===== config.mk =====
export PLATFORM = sky130hd
export DESIGN_NAME = clkctl_core
export DESIGN_NICKNAME = d
export VERILOG_FILES = /design/src/rtl/clkctl_pkg.sv /design/src/rtl/clkctl_strap_latch.sv /design/src/rtl/clkctl_mode_reg.sv /design/src/rtl/clkctl_pci_gate.sv /design/src/rtl/clkctl_core.sv
export SDC_FILE = /design/constraint.sdc
export NUM_CORES = 1
export LEC_CHECK = 0
export BUFFER_PORTS_ARGS = -buffer_cell sky130_fd_sc_hd__buf_2
export CAP_MARGIN = 20
export CORE_MARGIN = 2
export CORE_UTILIZATION = 45
export CTS_CLUSTER_DIAMETER = 30
export DETAILED_ROUTE_END_ITERATION = 16
export PLACE_DENSITY = 0.76
export SYNTH_ARGS = -nofsm -noshare
export SYNTH_HDL_FRONTEND = slang
export SYNTH_SLANG_ARGS = --single-unit

===== constraint.sdc =====
create_clock -name clk -period 1.18 [get_ports clk]
set_input_delay 0.236 -clock clk [delete_from_list [all_inputs] [get_ports clk]]
set_output_delay 0.236 -clock clk [all_outputs]
set_load 0.02 [all_outputs]

===== src/rtl/clkctl_pkg.sv =====
package clkctl_pkg;

   localparam int AUX_N    = 3;
   localparam int AUX_REF  = 0;
   localparam int AUX_66   = 1;
   localparam int AUX_MREF = 2;

   typedef enum logic [2:0] {
      SEL_RUN100   = 3'b000,
      SEL_HOLD_AUX = 3'b001,
      SEL_RSV2     = 3'b010,
      SEL_ALL_HIZ  = 3'b011,
      SEL_RUN133   = 3'b100,
      SEL_RSV5     = 3'b101,
      SEL_RSV6     = 3'b110,
      SEL_TEST     = 3'b111
   } sel_code_e;

   typedef struct packed {
      logic hiz;
      logic host_run;
      logic host_fast;
      logic test;
      logic aux_run;
      logic pci_allow;
   } mode_t;

   function automatic mode_t decode_sel(input logic [2:0] code);
      mode_t m;
      m = '{hiz: 1'b0, host_run: 1'b1, host_fast: 1'b0, test: 1'b0,
            aux_run: 1'b1, pci_allow: 1'b1};
      case (sel_code_e'(code))
         SEL_HOLD_AUX: m.aux_run = 1'b0;
         SEL_ALL_HIZ: begin
            m.hiz       = 1'b1;
            m.host_run  = 1'b0;
            m.aux_run   = 1'b0;
            m.pci_allow = 1'b0;
         end
         SEL_RUN133: m.host_fast = 1'b1;
         SEL_TEST: begin
            m.host_fast = 1'b1;
            m.test      = 1'b1;
         end
         default: ;
      endcase
      return m;
   endfunction

endpackage


===== src/rtl/clkctl_strap_latch.sv =====
module clkctl_strap_latch #(
   parameter int STRAP_W = 2
) (
   input  logic               clk,
   input  logic               rst_n,
   input  logic [STRAP_W-1:0] strap_in,
   output logic [STRAP_W-1:0] strap_q,
   output logic               done
);

   always_ff @(posedge clk or negedge rst_n) begin
      if (!rst_n) begin
         strap_q <= '0;
         done    <= 1'b0;
      end else if (!done) begin
         strap_q <= strap_in;
         done    <= 1'b1;
      end
   end

endmodule


===== src/rtl/clkctl_mode_reg.sv =====
module clkctl_mode_reg
   import clkctl_pkg::*;
#(
   parameter int AUX_W = AUX_N
) (
   input  logic             clk,
   input  logic             rst_n,
   input  logic             done,
   input  mode_t            mode_now,
   output logic             hiz,
   output logic             host_run,
   output logic             host_fast,
   output logic             test,
   output logic [AUX_W-1:0] aux_run
);

   always_ff @(posedge clk or negedge rst_n) begin
      if (!rst_n) begin
         hiz       <= 1'b1;
         host_run  <= 1'b0;
         host_fast <= 1'b0;
         test      <= 1'b0;
         aux_run   <= '0;
      end else begin
         hiz       <= !done || mode_now.hiz;
         host_run  <= done && mode_now.host_run;
         host_fast <= done && mode_now.host_fast;
         test      <= done && mode_now.test;
         aux_run   <= {AUX_W{done && mode_now.aux_run}};
      end
   end

endmodule


===== src/rtl/clkctl_pci_gate.sv =====
module clkctl_pci_gate #(
   parameter int NUM_PCI    = 8,
   parameter int STOP_COUNT = 5,
   parameter bit STOP_TOP   = 1'b1
) (
   input  logic               clk,
   input  logic               rst_n,
   input  logic               allow,
   input  logic               hiz,
   input  logic               bank_stop_n,
   input  logic [NUM_PCI-1:0] pci_en,
   output logic [NUM_PCI-1:0] pci_clk
);

   localparam int FIRST_STOP = STOP_TOP ? NUM_PCI - STOP_COUNT : 0;
   localparam int LAST_STOP  = STOP_TOP ? NUM_PCI - 1 : STOP_COUNT - 1;

   logic half_q;

   always_ff @(posedge clk or negedge rst_n) begin
      if (!rst_n) half_q <= 1'b0;
      else        half_q <= !half_q;
   end

   for (genvar i = 0; i < NUM_PCI; i++) begin : g_out
      localparam bit IN_GROUP = (i >= FIRST_STOP) && (i <= LAST_STOP);
      logic want;
      logic gate_q;

      if (IN_GROUP) begin : g_stoppable
         assign want = allow && pci_en[i] && bank_stop_n;
      end else begin : g_free
         assign want = allow && pci_en[i];
      end

      always_ff @(posedge clk or negedge rst_n) begin
         if (!rst_n)      gate_q <= 1'b0;
         else if (half_q) gate_q <= want;
      end

      assign pci_clk[i] = half_q && gate_q && !hiz;
   end

endmodule


===== src/rtl/clkctl_core.sv =====
module clkctl_core
   import clkctl_pkg::*;
#(
   parameter int NUM_PCI    = 8,
   parameter int STOP_COUNT = 5,
   parameter bit STOP_TOP   = 1'b1,
   parameter int STRAP_W    = 2
) (
   input  logic               clk,
   input  logic               rst_n,
   input  logic               sel_rate,
   input  logic               sel_a,
   input  logic               sel_b,
   input  logic               bank_stop_n,
   input  logic [NUM_PCI-1:0] pci_en,
   input  logic [STRAP_W-1:0] strap_in,
   output logic [STRAP_W-1:0] mult_sel,
   output logic               strap_valid,
   output logic               out_hiz,
   output logic               host_run,
   output logic               host_fast,
   output logic               test_mode,
   output logic [AUX_N-1:0]   aux_run,
   output logic [NUM_PCI-1:0] pci_clk
);

   if (NUM_PCI < 1) begin : g_bad_pci
      $error("NUM_PCI must be at least 1");
   end
   if (STOP_COUNT < 0 || STOP_COUNT > NUM_PCI) begin : g_bad_stop
      $error("STOP_COUNT must lie between 0 and NUM_PCI");
   end
   if (STRAP_W < 1) begin : g_bad_strap
      $error("STRAP_W must be at least 1");
   end

   logic  done;
   mode_t mode_now;

   assign mode_now = decode_sel({sel_rate, sel_a, sel_b});

   clkctl_strap_latch #(.STRAP_W(STRAP_W)) u_strap (
      .clk      (clk),
      .rst_n    (rst_n),
      .strap_in (strap_in),
      .strap_q  (mult_sel),
      .done     (done)
   );

   clkctl_mode_reg #(.AUX_W(AUX_N)) u_mode (
      .clk       (clk),
      .rst_n     (rst_n),
      .done      (done),
      .mode_now  (mode_now),
      .hiz       (out_hiz),
      .host_run  (host_run),
      .host_fast (host_fast),
      .test      (test_mode),
      .aux_run   (aux_run)
   );

   clkctl_pci_gate #(
      .NUM_PCI    (NUM_PCI),
      .STOP_COUNT (STOP_COUNT),
      .STOP_TOP   (STOP_TOP)
   ) u_pci (
      .clk         (clk),
      .rst_n       (rst_n),
      .allow       (done && mode_now.pci_allow),
      .hiz         (out_hiz),
      .bank_stop_n (bank_stop_n),
      .pci_en      (pci_en),
      .pci_clk     (pci_clk)
   );

   assign strap_valid = done;

endmodule


==> flow_summary.toml <==
[outcome]
status = "complete, but fails checks"
violations = "setup timing"

[setup_path]
crit_chain = "and2b_4 > and2_4 > buf_6"
critPathLaunchType = "flip-flop"
path_max_fanout = 8
crit_type = "reg2out"
crit_required_ns = 0.94
slowest_delay_ns = 0.53
worst_setup_path_end_kind = "primary output"
crit_path_top_delay_cell = "dfstp_2"
crit_arrival_ns = 1.28

[clock_tree]
numClockSinks = 17
clkLatencyLatePin_ns = 0.28
cts.path.max_buffers = 2
clockRootBuffer = "clkbuf_4"
tritoncts = "built"
cts_buffers = 3
htreeDepth = 1
clk_pin_slew_ns = 0.09

[floorplan]
die_area_sq_um = 2090
ios = 34
die_w_microns = 45.8
start_util_pct = 46.4
die_y_microns = 45.8
fp-row-count = 15
core_area_sq_um = 1690

[route]
routedWlPerCell_microns = 13.2
via_per_inst = 5.16
vias = 599
ant_nets = 0
drtIter0Drc = 9
met1Wirelength_microns = 683
dr.pass1.iters = 2
wl_met3_microns = 46
drcViolationCount = 0
wl_met2_microns = 783
finalWirelength_mm = 1.53
highest_layer = "met4"

[layout]
num_antenna_cells = 0
final_cells = 116
area_delta_synth_final_pct = 36.0
layout.nets = 116
fill_cells = 139
drive_gt1_share_pct = 63.6

[yosys]
syn_area_sq_um = 785
synthCells = 62
yosysWarnings = 0
synth_area_per_cell_sq_um = 12.7
yosysUniqueCellTypes = 20
synth_seq_cells = 17
syn_nets = 78
synth.yosys.seq_area_share_pct = 54.4

[place]
gp_congestion = 0.695
place_inst = 110
portBuffers = 33

[timing]
fin_ws_ns = -0.337
period_share_pct = 129
skew_ns = 0.00498
fin_setup_tns_ns = -2.68
drv_slew = 0
max_freq_mhz = 659
rsz0062_at_grt = "yes"
setup_viol = 9
hold_violations = 0
min_period_ns = 1.52

[global_routing]
antenna_found_initial = 0
grt_max_degree = 18
grt_pass1_vias = 543
grt-ovfl-total = 0
grt_pass1_wl_mm = 2.41
grtUsageTotal_pct = 16.4

[power_and_ir_drop]
p_per_area_nw_per_um2 = 1060
ir_drop_v = 0.000676
p_leak_nw = 0.537

[flow_run]
drv_cap = 0

[worst_hold_path]
worstHoldPathType = "in2reg"
==> routing by layer <==
metal,vias up,global-route usage [%]
li1,292,-
met4,0,8.57
met2,12,26.8
met1,293,20.8
met5,-,0
met3,2,2.78
==> cell usage in the layout (no fill, tap or decap) <==
cell type and n:
buf_2 25, a21oi_1 1, dfrtp_2 1, o2bb2ai_2 8, buf_6 8, nand3b_1 1, and2_1 1, mux2_2 2
nor2_1 1, clkbuf_1 1, dfstp_2 1, nand3_1 3, buf_4 4, nand4_1 5, clkbuf_4 3, dfrtp_1 15
a21boi_0 1, conb_1 1, or2_2 1, inv_2 1, and3b_1 1, and2b_4 1, inv_1 1, dlygate4sd3_1 1
nand2_1 3, and2_4 8
==> cells in the mapped netlist, drive strengths merged <==
| library cell | n | area share [%] |
|---|---|---|
| and2b | 1 | 1.3 |
| or2 | 1 | 0.80 |
| dfrtp | 16 | 51 |
| inv | 2 | 0.96 |
| a21oi | 1 | 0.64 |
| nand4 | 5 | 4.0 |
| dfstp | 1 | 3.3 |
| a21boi | 1 | 0.96 |
| nand3b | 1 | 0.96 |
| nand2 | 3 | 1.4 |
| and3b | 1 | 1.1 |
| nand3 | 3 | 1.9 |
| o2bb2ai | 8 | 15 |
| nor2 | 1 | 0.48 |
| conb | 1 | 0.48 |
| buf | 5 | 5.3 |
| mux2 | 2 | 2.9 |
| and2 | 9 | 7.2 |
==> flip-flops by register name, indices dropped and copies added (netlist names) <==
register and count:
u_pci.g_out.gate_q 8, u_strap.strap_q 2, u_mode.host_run 1, u_mode.test 1, u_strap.done 1, u_mode.host_fast 1
u_mode.aux_run 1, u_pci.half_q 1, u_mode.hiz 1
==> repair_timing <==
action | 4_1_cts | 5_1_grt
setup endpoints to repair | 10 | 9
buffers inserted | 1 | 0
endpoints found under the hold margin | 16 | 0
hold buffers | 1 | 0
gates resized for setup | 17 | 0
==> final cells by class <==
cell class / count / area (sq um) / share of cell area [%]
Clock buffer: 4 / 26.3 / 2.46
Inverter: 2 / 7.51 / 0.703
Multi-Input combinational cell: 38 / 329 / 30.8
Sequential cell: 17 / 428 / 40.1
Tap cell: 17 / 21.3 / 1.99
Timing Repair Buffer: 38 / 255 / 23.9
==> kinds of logic (layout without fill, tap and decap cells) <==
logic type	Yosys count	count (layout)	synth area share (%)
AND/OR/NAND/NOR	25	25	19.1
flip-flops	17	17	54.4
AO/OA/AOI/OAI	10	10	16.9
buffers and inverters	7	44	6.22
multiplexers	2	2	2.87
other	1	1	0.478
==> worst max-delay path: cells and delay by family (launching register included) <==
| kind | cells | cell delay [ns] |
|---|---|---|
| and+or+nand+nor | 2 | 0.35 |
| DFF | 1 | 0.53 |
| buffers and inverters | 1 | 0.12 |
==> report_power, final <==
| group | internal [mW] | leakage (nW) | switching, mW |
|---|---|---|---|
| clock network | 0.131 | 0.0150 | 0.165 |
| logic | 0.0927 | 0.310 | 0.108 |
| registers | 0.614 | 0.212 | 0.0171 |
| total | 0.837 | 0.537 | 0.290 |
==> per-stage QoR <==
stage               utilization (%)  power (mW)  area, sq um  hold slack [ns]  setup WS, ns
global placement               57.6       0.821          972            0.168       -0.0479
CTS                            63.2        1.14         1070            0.178        -0.353
floorplan                         -       0.753          805          -0.0596       0.00162
global route                   63.2        1.19         1070            0.178        -0.385
finish                         63.2        1.13         1070            0.182        -0.337
detailed placement             57.6       0.827          972            0.170       -0.0608
==> path summary, 6_finish.rpt <==
check / startpoint / endpoint / slack [ns] / depth (start not counted)
max reg2reg: u_strap.done / u_mode.test / 0.19 / 4
max in group asynchronous: rst_n / u_mode.hiz / 0.45 / 2
min in group asynchronous: rst_n / u_pci.g_out[0].gate_q / 0.42 / 2
min: strap_in[1] / u_strap.strap_q[1] / 0.18 / 2
min reg2reg: u_pci.g_out[0].gate_q / u_pci.g_out[0].gate_q / 0.50 / 1
max: u_mode.hiz / pci_clk[3] / -0.34 / 3
Power figures use the tool's default switching activity.
